File: config.mk
export PLATFORM = sky130hd
export DESIGN_NAME = tx_cmd_ctrl
export DESIGN_NICKNAME = d
export VERILOG_FILES = /design/src/rtl/txc_pkg.sv /design/src/rtl/txc_cmd_port.sv /design/src/rtl/txc_ring_store.sv /design/src/rtl/tx_cmd_ctrl.sv
export SDC_FILE = /design/constraint.sdc
export NUM_CORES = 1
export LEC_CHECK = 0
export BUFFER_PORTS_ARGS = -buffer_cell sky130_fd_sc_hd__buf_2
export CORE_ASPECT_RATIO = 0.75
export CORE_UTILIZATION = 66
export CTS_CLUSTER_DIAMETER = 50
export CTS_CLUSTER_SIZE = 24
export DETAILED_ROUTE_END_ITERATION = 10
export GPL_ROUTABILITY_DRIVEN = 1
export PLACE_DENSITY = 0.87
export SLEW_MARGIN = 40
export SYNTH_ARGS = -nofsm -noshare
export SYNTH_HDL_FRONTEND = slang
export SYNTH_SLANG_ARGS = --single-unit
File: constraint.sdc
create_clock -name clk -period 7.35 [get_ports clk]
set_input_delay 1.47 -clock clk [delete_from_list [all_inputs] [get_ports clk]]
set_output_delay 1.47 -clock clk [all_outputs]
set_load 0.05 [all_outputs]
File: src/rtl/txc_pkg.sv
package txc_pkg;

    typedef enum logic [1:0] {
        ST_HALT  = 2'd0,
        ST_FETCH = 2'd1,
        ST_SEND  = 2'd2
    } txc_state_e;

    typedef enum logic [1:0] {
        OP_STOP    = 2'b00,
        OP_RESTART = 2'b01,
        OP_INIT    = 2'b10,
        OP_NOP     = 2'b11
    } txc_op_e;

endpackage

File: src/rtl/txc_cmd_port.sv
module txc_cmd_port
    import txc_pkg::*;
(
    input  logic       clk,
    input  logic       rst_n,
    input  logic       cmd_wr,
    input  logic [1:0] cmd_op,
    output logic       cmd_busy,
    output logic       exec_vld,
    output txc_op_e    exec_op
);
    logic    pend_q;
    logic    hold_q;
    txc_op_e op_q;
    logic    take;

    assign take = cmd_wr && !cmd_busy;

    always_ff @(posedge clk or negedge rst_n) begin
        if (!rst_n) begin
            pend_q <= 1'b0;
            hold_q <= 1'b0;
            op_q   <= OP_NOP;
        end else begin
            pend_q <= take;
            hold_q <= pend_q;
            if (take) op_q <= txc_op_e'(cmd_op);
        end
    end

    assign cmd_busy = pend_q | hold_q;
    assign exec_vld = pend_q;
    assign exec_op  = op_q;
endmodule

File: src/rtl/txc_ring_store.sv
module txc_ring_store #(
    parameter int NUM_DESC = 4,
    parameter int MAX_LEN  = 8,
    parameter int DATA_W   = 8,
    localparam int PTR_W   = $clog2(NUM_DESC),
    localparam int LEN_W   = $clog2(MAX_LEN + 1),
    localparam int OFF_W   = $clog2(MAX_LEN),
    localparam int DEPTH   = NUM_DESC * MAX_LEN,
    localparam int ADDR_W  = $clog2(DEPTH)
) (
    input  logic              clk,
    input  logic              rst_n,
    input  logic              wr_en,
    input  logic [PTR_W-1:0]  wr_idx,
    input  logic              wr_wrap,
    input  logic [LEN_W-1:0]  wr_len,
    input  logic              clr_en,
    input  logic [PTR_W-1:0]  clr_idx,
    input  logic              mem_wr,
    input  logic [ADDR_W-1:0] mem_addr,
    input  logic [DATA_W-1:0] mem_wdata,
    input  logic [PTR_W-1:0]  rd_idx,
    input  logic [OFF_W-1:0]  rd_off,
    output logic              rd_ready,
    output logic              rd_wrap,
    output logic [LEN_W-1:0]  rd_len,
    output logic [DATA_W-1:0] rd_byte
);
    logic             rdy_arr  [NUM_DESC];
    logic             wrap_arr [NUM_DESC];
    logic [LEN_W-1:0] len_arr  [NUM_DESC];
    logic [DATA_W-1:0] mem_q   [DEPTH];
    logic [ADDR_W-1:0] rd_addr;

    for (genvar g = 0; g < NUM_DESC; g++) begin : g_desc
        logic             rdy_r;
        logic             wrap_r;
        logic [LEN_W-1:0] len_r;
        always_ff @(posedge clk or negedge rst_n) begin
            if (!rst_n) begin
                rdy_r  <= 1'b0;
                wrap_r <= 1'b0;
                len_r  <= '0;
            end else if (wr_en && wr_idx == PTR_W'(g)) begin
                rdy_r  <= 1'b1;
                wrap_r <= wr_wrap;
                len_r  <= wr_len;
            end else if (clr_en && clr_idx == PTR_W'(g)) begin
                rdy_r  <= 1'b0;
            end
        end
        assign rdy_arr[g]  = rdy_r;
        assign wrap_arr[g] = wrap_r;
        assign len_arr[g]  = len_r;
    end

    always_ff @(posedge clk) begin
        if (mem_wr) mem_q[mem_addr] <= mem_wdata;
    end

    assign rd_addr  = ADDR_W'(int'(rd_idx) * MAX_LEN + int'(rd_off));
    assign rd_ready = rdy_arr[rd_idx];
    assign rd_wrap  = wrap_arr[rd_idx];
    assign rd_len   = len_arr[rd_idx];
    assign rd_byte  = mem_q[rd_addr];
endmodule

File: src/rtl/tx_cmd_ctrl.sv
module tx_cmd_ctrl
    import txc_pkg::*;
#(
    parameter int NUM_DESC = 4,
    parameter int MAX_LEN  = 8,
    parameter int DATA_W   = 8,
    localparam int PTR_W   = $clog2(NUM_DESC),
    localparam int LEN_W   = $clog2(MAX_LEN + 1),
    localparam int OFF_W   = $clog2(MAX_LEN),
    localparam int ADDR_W  = $clog2(NUM_DESC * MAX_LEN)
) (
    input  logic              clk,
    input  logic              rst_n,
    input  logic              tx_en,
    input  logic              tx_err,
    input  logic              cmd_wr,
    input  logic [1:0]        cmd_op,
    output logic              cmd_busy,
    output logic              cmd_err,
    input  logic              desc_wr,
    input  logic [PTR_W-1:0]  desc_idx,
    input  logic              desc_wrap,
    input  logic [LEN_W-1:0]  desc_len,
    input  logic              mem_wr,
    input  logic [ADDR_W-1:0] mem_addr,
    input  logic [DATA_W-1:0] mem_wdata,
    output logic              out_valid,
    input  logic              out_ready,
    output logic [DATA_W-1:0] out_data,
    output logic              out_last,
    output logic [PTR_W-1:0]  cur_ptr
);
    txc_state_e       state_q, state_n;
    logic [PTR_W-1:0] ptr_q, ptr_n, ptr_step;
    logic [OFF_W-1:0] cnt_q, cnt_n;
    logic             run_q, run_n;
    logic             err_q, err_n;
    logic             clr_en;
    logic             frame_end;
    logic             exec_vld;
    txc_op_e          exec_op;
    logic             rd_ready, rd_wrap;
    logic [LEN_W-1:0] rd_len;
    logic [DATA_W-1:0] rd_byte;

    txc_cmd_port u_cmd (
        .clk      (clk),
        .rst_n    (rst_n),
        .cmd_wr   (cmd_wr),
        .cmd_op   (cmd_op),
        .cmd_busy (cmd_busy),
        .exec_vld (exec_vld),
        .exec_op  (exec_op)
    );

    txc_ring_store #(
        .NUM_DESC (NUM_DESC),
        .MAX_LEN  (MAX_LEN),
        .DATA_W   (DATA_W)
    ) u_ring (
        .clk       (clk),
        .rst_n     (rst_n),
        .wr_en     (desc_wr),
        .wr_idx    (desc_idx),
        .wr_wrap   (desc_wrap),
        .wr_len    (desc_len),
        .clr_en    (clr_en),
        .clr_idx   (ptr_q),
        .mem_wr    (mem_wr),
        .mem_addr  (mem_addr),
        .mem_wdata (mem_wdata),
        .rd_idx    (ptr_q),
        .rd_off    (cnt_q),
        .rd_ready  (rd_ready),
        .rd_wrap   (rd_wrap),
        .rd_len    (rd_len),
        .rd_byte   (rd_byte)
    );

    assign frame_end = (LEN_W'(cnt_q) + LEN_W'(1)) >= rd_len;
    assign ptr_step  = (rd_wrap || ptr_q == PTR_W'(NUM_DESC - 1)) ? '0 : ptr_q + 1'b1;

    // next-state: sequencer, then error, then command execution
    always_comb begin
        state_n = state_q;
        ptr_n   = ptr_q;
        cnt_n   = cnt_q;
        run_n   = run_q;
        err_n   = err_q;
        clr_en  = 1'b0;

        unique case (state_q)
            ST_HALT: begin
                if (run_q && tx_en) state_n = ST_FETCH;
            end
            ST_FETCH: begin
                if (!tx_en) begin
                    state_n = ST_HALT;
                end else if (rd_ready) begin
                    state_n = ST_SEND;
                    cnt_n   = '0;
                end
            end
            ST_SEND: begin
                if (!tx_en) begin
                    state_n = ST_HALT;
                    cnt_n   = '0;
                end else if (out_ready) begin
                    if (frame_end) begin
                        clr_en  = 1'b1;
                        ptr_n   = ptr_step;
                        state_n = ST_FETCH;
                        cnt_n   = '0;
                    end else begin
                        cnt_n   = cnt_q + 1'b1;
                    end
                end
            end
            default: state_n = ST_HALT;
        endcase

        if (tx_err) begin
            state_n = ST_HALT;
            run_n   = 1'b0;
            cnt_n   = '0;
            ptr_n   = ptr_q;
            clr_en  = 1'b0;
        end

        if (exec_vld) begin
            unique case (exec_op)
                OP_STOP: begin
                    state_n = ST_HALT;
                    run_n   = 1'b0;
                    cnt_n   = '0;
                    ptr_n   = ptr_q;
                    clr_en  = 1'b0;
                    err_n   = 1'b0;
                end
                OP_RESTART: begin
                    if (!tx_err) run_n = 1'b1;
                    err_n = 1'b0;
                end
                OP_INIT: begin
                    if (tx_en) begin
                        err_n = 1'b1;
                    end else begin
                        state_n = ST_HALT;
                        run_n   = 1'b0;
                        cnt_n   = '0;
                        ptr_n   = '0;
                        clr_en  = 1'b0;
                        err_n   = 1'b0;
                    end
                end
                default: ;
            endcase
        end
    end

    always_ff @(posedge clk or negedge rst_n) begin
        if (!rst_n) begin
            state_q <= ST_HALT;
            ptr_q   <= '0;
            cnt_q   <= '0;
            run_q   <= 1'b0;
            err_q   <= 1'b0;
        end else begin
            state_q <= state_n;
            ptr_q   <= ptr_n;
            cnt_q   <= cnt_n;
            run_q   <= run_n;
            err_q   <= err_n;
        end
    end

    always_comb begin
        out_valid = (state_q == ST_SEND);
        out_last  = out_valid && frame_end;
        out_data  = rd_byte;
        cur_ptr   = ptr_q;
        cmd_err   = err_q;
    end
endmodule

# Word-level counts from Yosys, hierarchy flattened

Memory sizes are Yosys's and may differ from the RTL's.
Index checks and enable logic that the tools add are counted.
W data, S select, Z words.

Mux-type cells: 64
$lt $le $gt $ge: 2
Reduce and logical (&&, ||, !) cells: 24
$add $sub $neg: 4
Bitwise logic cells: 2
Equality and inequality tests: 11

Operators with widths:

| cell                  | count |
|---|---|
| $mux W2               | 17 |
| $mux W1               | 26 |
| $mux W3               | 8 |
| $eq A2 B2 Y1 const B  | 6 |
| $pmux W3 S2           | 2 |
| $logic_and A1 B1 Y1   | 11 |
| $reduce_bool A2 Y1    | 5 |
| $bmux W4 S2           | 1 |
| $eq A2 B1 Y1 const B  | 4 |
| $logic_not A2 Y1      | 4 |
| $mux W4               | 2 |
| $pmux W2 S2           | 2 |
| $pmux W2 S3           | 1 |
| $add A5 B3 Y5         | 1 |
| $add A3 B1 Y4 const B | 1 |
| $bmux W1 S2           | 2 |
| $ge A4 B4 Y1          | 1 |
| $pmux W1 S2           | 2 |
| $add A3 B1 Y3 const B | 1 |
| $ge A3 B3 Y1 const B  | 1 |
| $not A2 Y3            | 1 |
| $pmux W1 S3           | 1 |
| $add A2 B1 Y2 const B | 1 |
| $ne A2 B2 Y1 const B  | 1 |
| other kinds (5)       | 5 |

RAM bits: 256
Register bits after elaboration: 37
Bits of input ports: 30
Word-level logic and storage cells: 128
Memories: 1

Memory list:

| memory       | depth | bits a word | rd ports | clocked after memory_dff | wr ports | RTL line             | text |
|---|---|---|---|---|---|---|---|
| u_ring.mem_q | 32    | 8           | 1        | 0                        | 1        | txc_ring_store.sv:32 | `logic [DATA_W-1:0] mem_q [DEPTH];` |

# Longest topological paths before layout

Depth in word-level cells: 16
Mapped depth: 10
Mapped depth without buffers: 7

# By module

Synthesis repeated with hierarchy kept, for this count alone.

Cell total of the unflattened synthesis: 567
Area total of the unflattened synthesis: 11842.6 um^2

By module, submodules not included:

| module         | cells each | times used | seq. area each (um^2) | area an instance (um^2) |
|---|---|---|---|---|
| txc_ring_store | 475        | 1          | 8287.9                | 10941.7 |
| tx_cmd_ctrl    | 84         | 1          | 225.2                 | 750.7 |
| txc_cmd_port   | 8          | 1          | 102.6                 | 150.1 |

# Worst setup path after synthesis

Ideal clock, no wire load.

Kind: flip-flop to output port
Start: register ptr_q[0], in the netlist cur_ptr[0]
End: output out_last
Stages on the path, launching flop included: 8
Arrival time: 2822 ps
Data required time: 5880 ps
Path slack: 3058 ps
Buffers on the path: 1
Cell sequence: dfrtp_1 buf_4 mux4_1 ha_1 nand2b_4 a2111oi_4 a21oi_2 and2_1

Longest elaborated chain between the ends: 6

RTL lines:

| item                                       | RTL line             | text |
|---|---|---|
| start: declaration                         | tx_cmd_ctrl.sv:34    | `logic [PTR_W-1:0] ptr_q, ptr_n, ptr_step;` |
| start signal: assignment                   | tx_cmd_ctrl.sv:170   | `ptr_q <= ptr_n;` |
| $not A2 Y3 (implied by the code)           | txc_ring_store.sv:64 | `assign rd_len = len_arr[rd_idx];` |
| $bmux W4 S2                                | txc_ring_store.sv:64 |  |
| $mux W4 (implied by the code) (2 in a row) | txc_ring_store.sv:64 |  |
| $ge A4 B4 Y1                               | tx_cmd_ctrl.sv:80    | `assign frame_end = (LEN_W'(cnt_q) + LEN_W'(1)) >= rd_len;` |
| $logic_and A1 B1 Y1                        | tx_cmd_ctrl.sv:179   | `out_last = out_valid && frame_end;` |
| end: declaration                           | tx_cmd_ctrl.sv:30    | `output logic out_last,` |

Every way passes these cells. The select of a mux whose other input is x is not followed.

# Worst setup path in the final report

Start: register cnt_q[0]
End: output out_data[6]

Longest elaborated chain between the ends: 2

RTL lines:

| item                     | RTL line             | text |
|---|---|---|
| start: declaration       | tx_cmd_ctrl.sv:35    | `logic [OFF_W-1:0] cnt_q, cnt_n;` |
| start signal: assignment | tx_cmd_ctrl.sv:171   | `cnt_q <= cnt_n;` |
| $add A5 B3 Y5            | txc_ring_store.sv:61 | `assign rd_addr = ADDR_W'(int'(rd_idx) * MAX_LEN + int'(rd_off));` |
| $mem_v2 Z32 W8           | --                   |  |
| end: declaration         | tx_cmd_ctrl.sv:29    | `output logic [DATA_W-1:0] out_data,` |

Every way passes these cells.

==> out/metrics.cfg <==
[floorplan]
dieArea_sq_um=19000
rows=42
start_util_pct=68.2
die_w_microns=159
io_pins=44
die-height_microns=120
core_sq_um=17900

[clock_tree]
cts_inserted_buffers=20
clockBufferDepth=3
hold_buffers=0
ctsRootBufferMaster=clkbuf_16
htree_levels=1
cts_num_sinks=293
clk_pin_slew_worst_paths_ns=0.09
cts_tree=done
post_cts_resized=0
clock_latency_ns=0.51
postCtsSetupBuffers=0

[route]
wl_microns=26900
via_per_inst=6.99
dr.pass1.iters=5
postRouteAntennaNets=0
drt_iter0_drc=865
drc=0
num_vias=6852
wire_per_inst_microns=27.4

[placed_design]
port_buffers=43
hpwl_microns=16900
gp_congestion=0.925

[layout]
fin_util_pct=74.2
antenna_cells=0
nFillCells=1016
drive_above_1_share_pct=22.6
finalNetCount=769
area.growth.synth_to_final_pct=8.80

[sta]
maxSlewViolCount=0
relSlewSlack_pct=44.6
fin_crit_ns=4.97
tightest_slew_ns=0.829
finalSetupTns_ns=0
rsz0062_at_grt=no
clock_skew_ns=0.0130
setup_viol=0
hold_slack_ns=0.484
post-route-period-util_pct=67.6
max_freq_ghz=0.201
finalHoldViolCount=0

[global_route]
grt_pass1_wl_microns=40800
grt_pass1_vias=6656
grt_max_degree=42
grt-ovfl-total=0
antenna_found_initial=0
grt_usage_pct=29.1

[critical_path]
max_stage_delay_ns=0.75
crit_fanout=24
worstRegToRegCells=7
crit_chain=buf_4 > nor2b_2 > a22o_1 > a2111oi_2 > a31oi_1 > nand3_1 > buf_2
crit_type=reg2out
slowest_stage=dfrtp_4
regToRegEndpoint=state_q[0]
r2r-start=cur_ptr[0]
startpoint_type=flip-flop
reg2reg_slack_ns=4.42
arrival_ns=3.50
crit_cells=7
crit_family=simple AND/OR/NAND/NOR gates
cp-end-kind=primary output
crit_required_ns=5.88
critPathBufInv=2

[job]
max_cap_viol_count=0

[worst_hold_path]
min_from=u_cmd.exec_vld
min_delay_path_depth=0
worstHoldEndpoint=u_cmd.hold_q
hold_path_class=reg2reg

[logic_synthesis]
ys_seq_area_share_pct=70.7
ys_ff_latch=293
synth_top_area_share_pct=63.1
synth.largest_area_cell=edfxtp_1
async_reset_ff_share_pct=12.6
synth_area_leaders=edfxtp_1 (63%), dfrtp_1 (7.2%), mux4_2 (5.0%)
yosysMostFrequentCell=edfxtp_1
netlist_area_sq_um=12200
synthCells=687
yosys_most_used_dff=edfxtp_1
synth_edf_count=256
synth_commonest_cells=edfxtp_1 (256), mux2i_1 (60), nor2_1 (39), dfrtp_1 (35), mux4_2 (27)
synth_area_per_cell_sq_um=17.7
synth_cell_types=62
ys_warn_count=0
synthesis.nets=730

[run_status]
status=finished, final reports clean

[pwr]
power_density_nw_per_um2=243
ir_worst_vdd_v=0.000219
power_mw=3.22
p_leak_nw=4.21

==> through the flow <==
step	setup WS, ns	cells	cell area (sq um)
after global placement	2.87	945	12500
after global routing	2.25	980	13300
after CTS	2.20	980	13200
final	2.38	980	13300
after floorplan	3.06	687	12200
after detailed placement	2.79	946	12500
==> report_power, final <==
part / internal [mW] / leakage [nW] / switching (mW) / total [mW]
Combinational: 0.0564 / 1.13 / 0.0992 / 0.156
Sequential: 1.86 / 2.74 / 0.0228 / 1.88
Clock: 0.592 / 0.336 / 0.598 / 1.19
Total: 2.50 / 4.21 / 0.720 / 3.22
==> metal layers <==
layer,vias to the layer above,global-route usage (%),routed length [microns]
li1,2836,-,-
met1,3477,44.1,10500
met2,485,46.0,12700
met3,54,5.15,3150
met4,0,4.51,469
met5,-,0,0
==> flip-flops by register name, indices dropped and copies added, names as in the netlist <==
signal and flops:
cmd_err 1, cnt_q 3, cur_ptr 2, run_q 1, state_q 2, u_cmd.exec_op 2
u_cmd.exec_vld 1, u_cmd.hold_q 1, u_ring.g_desc.len_r 16, u_ring.g_desc.rdy_r 4, u_ring.g_desc.wrap_r 4, u_ring.mem_q 256
==> cells in the final DEF, fill, tap and decap left out, drive strengths merged, types with 3 or more instances in the layout <==
cell and n:
a2111oi 10, a211oi 8, a21oi 13, a22o 9
a22oi 24, a31oi 15, and2 3, and3 4
buf 46, clkbuf 23, clkinv 7, dfrtp 35
edfxtp 256, ha 13, inv 17, mux2 23
mux2i 60, mux4 37, nand2 23, nand3 13
nand3b 8, nor2 41, nor2b 13, o21ai 6
or3b 3
==> kinds of logic (layout without fill, tap and decap cells) <==
kind of cell | after synthesis | in the layout | synth area share, %
AOI/OAI and AO/OA | 96 | 96 | 6.27
xor gates and xnor gates | 1 | 1 | 0.0719
adders and majority gates | 13 | 13 | 1.33
buffers and inverters | 43 | 94 | 2.24
DFF | 293 | 293 | 70.7
muxes | 120 | 120 | 14.2
and+or+nand+nor | 121 | 121 | 5.19
==> final cells by class <==
cell class	instances	area [sq um]	area share, %
Timing Repair Buffer	46	253	1.91
Tap cell	242	303	2.28
Multi-Input combinational cell	351	3330	25.1
Sequential cell	293	8620	65.0
Clock inverter	11	168	1.26
Clock buffer	23	533	4.02
Inverter	14	52.6	0.396
==> worst reg2reg max path, stage by stage (launching register included) <==
cell       delay [ns]
dfrtp_2          0.70
mux4_1           0.65
inv_1            0.10
ha_1             0.24
o21ai_0          0.12
a21oi_2          0.31
a31oi_1          0.14
a2111oi_0        0.52
==> worst max-delay path by stage <==
stage                     from           to  slack, ns
finish                cnt_q[0]  out_data[6]       2.38
global placement      cnt_q[2]  out_data[7]       2.87
CTS                   cnt_q[0]  out_data[3]       2.20
global route          cnt_q[0]  out_data[6]       2.25
detailed placement    cnt_q[0]  out_data[3]       2.79
floorplan           cur_ptr[0]     out_last       3.06
Power figures use the tool's default switching activity.
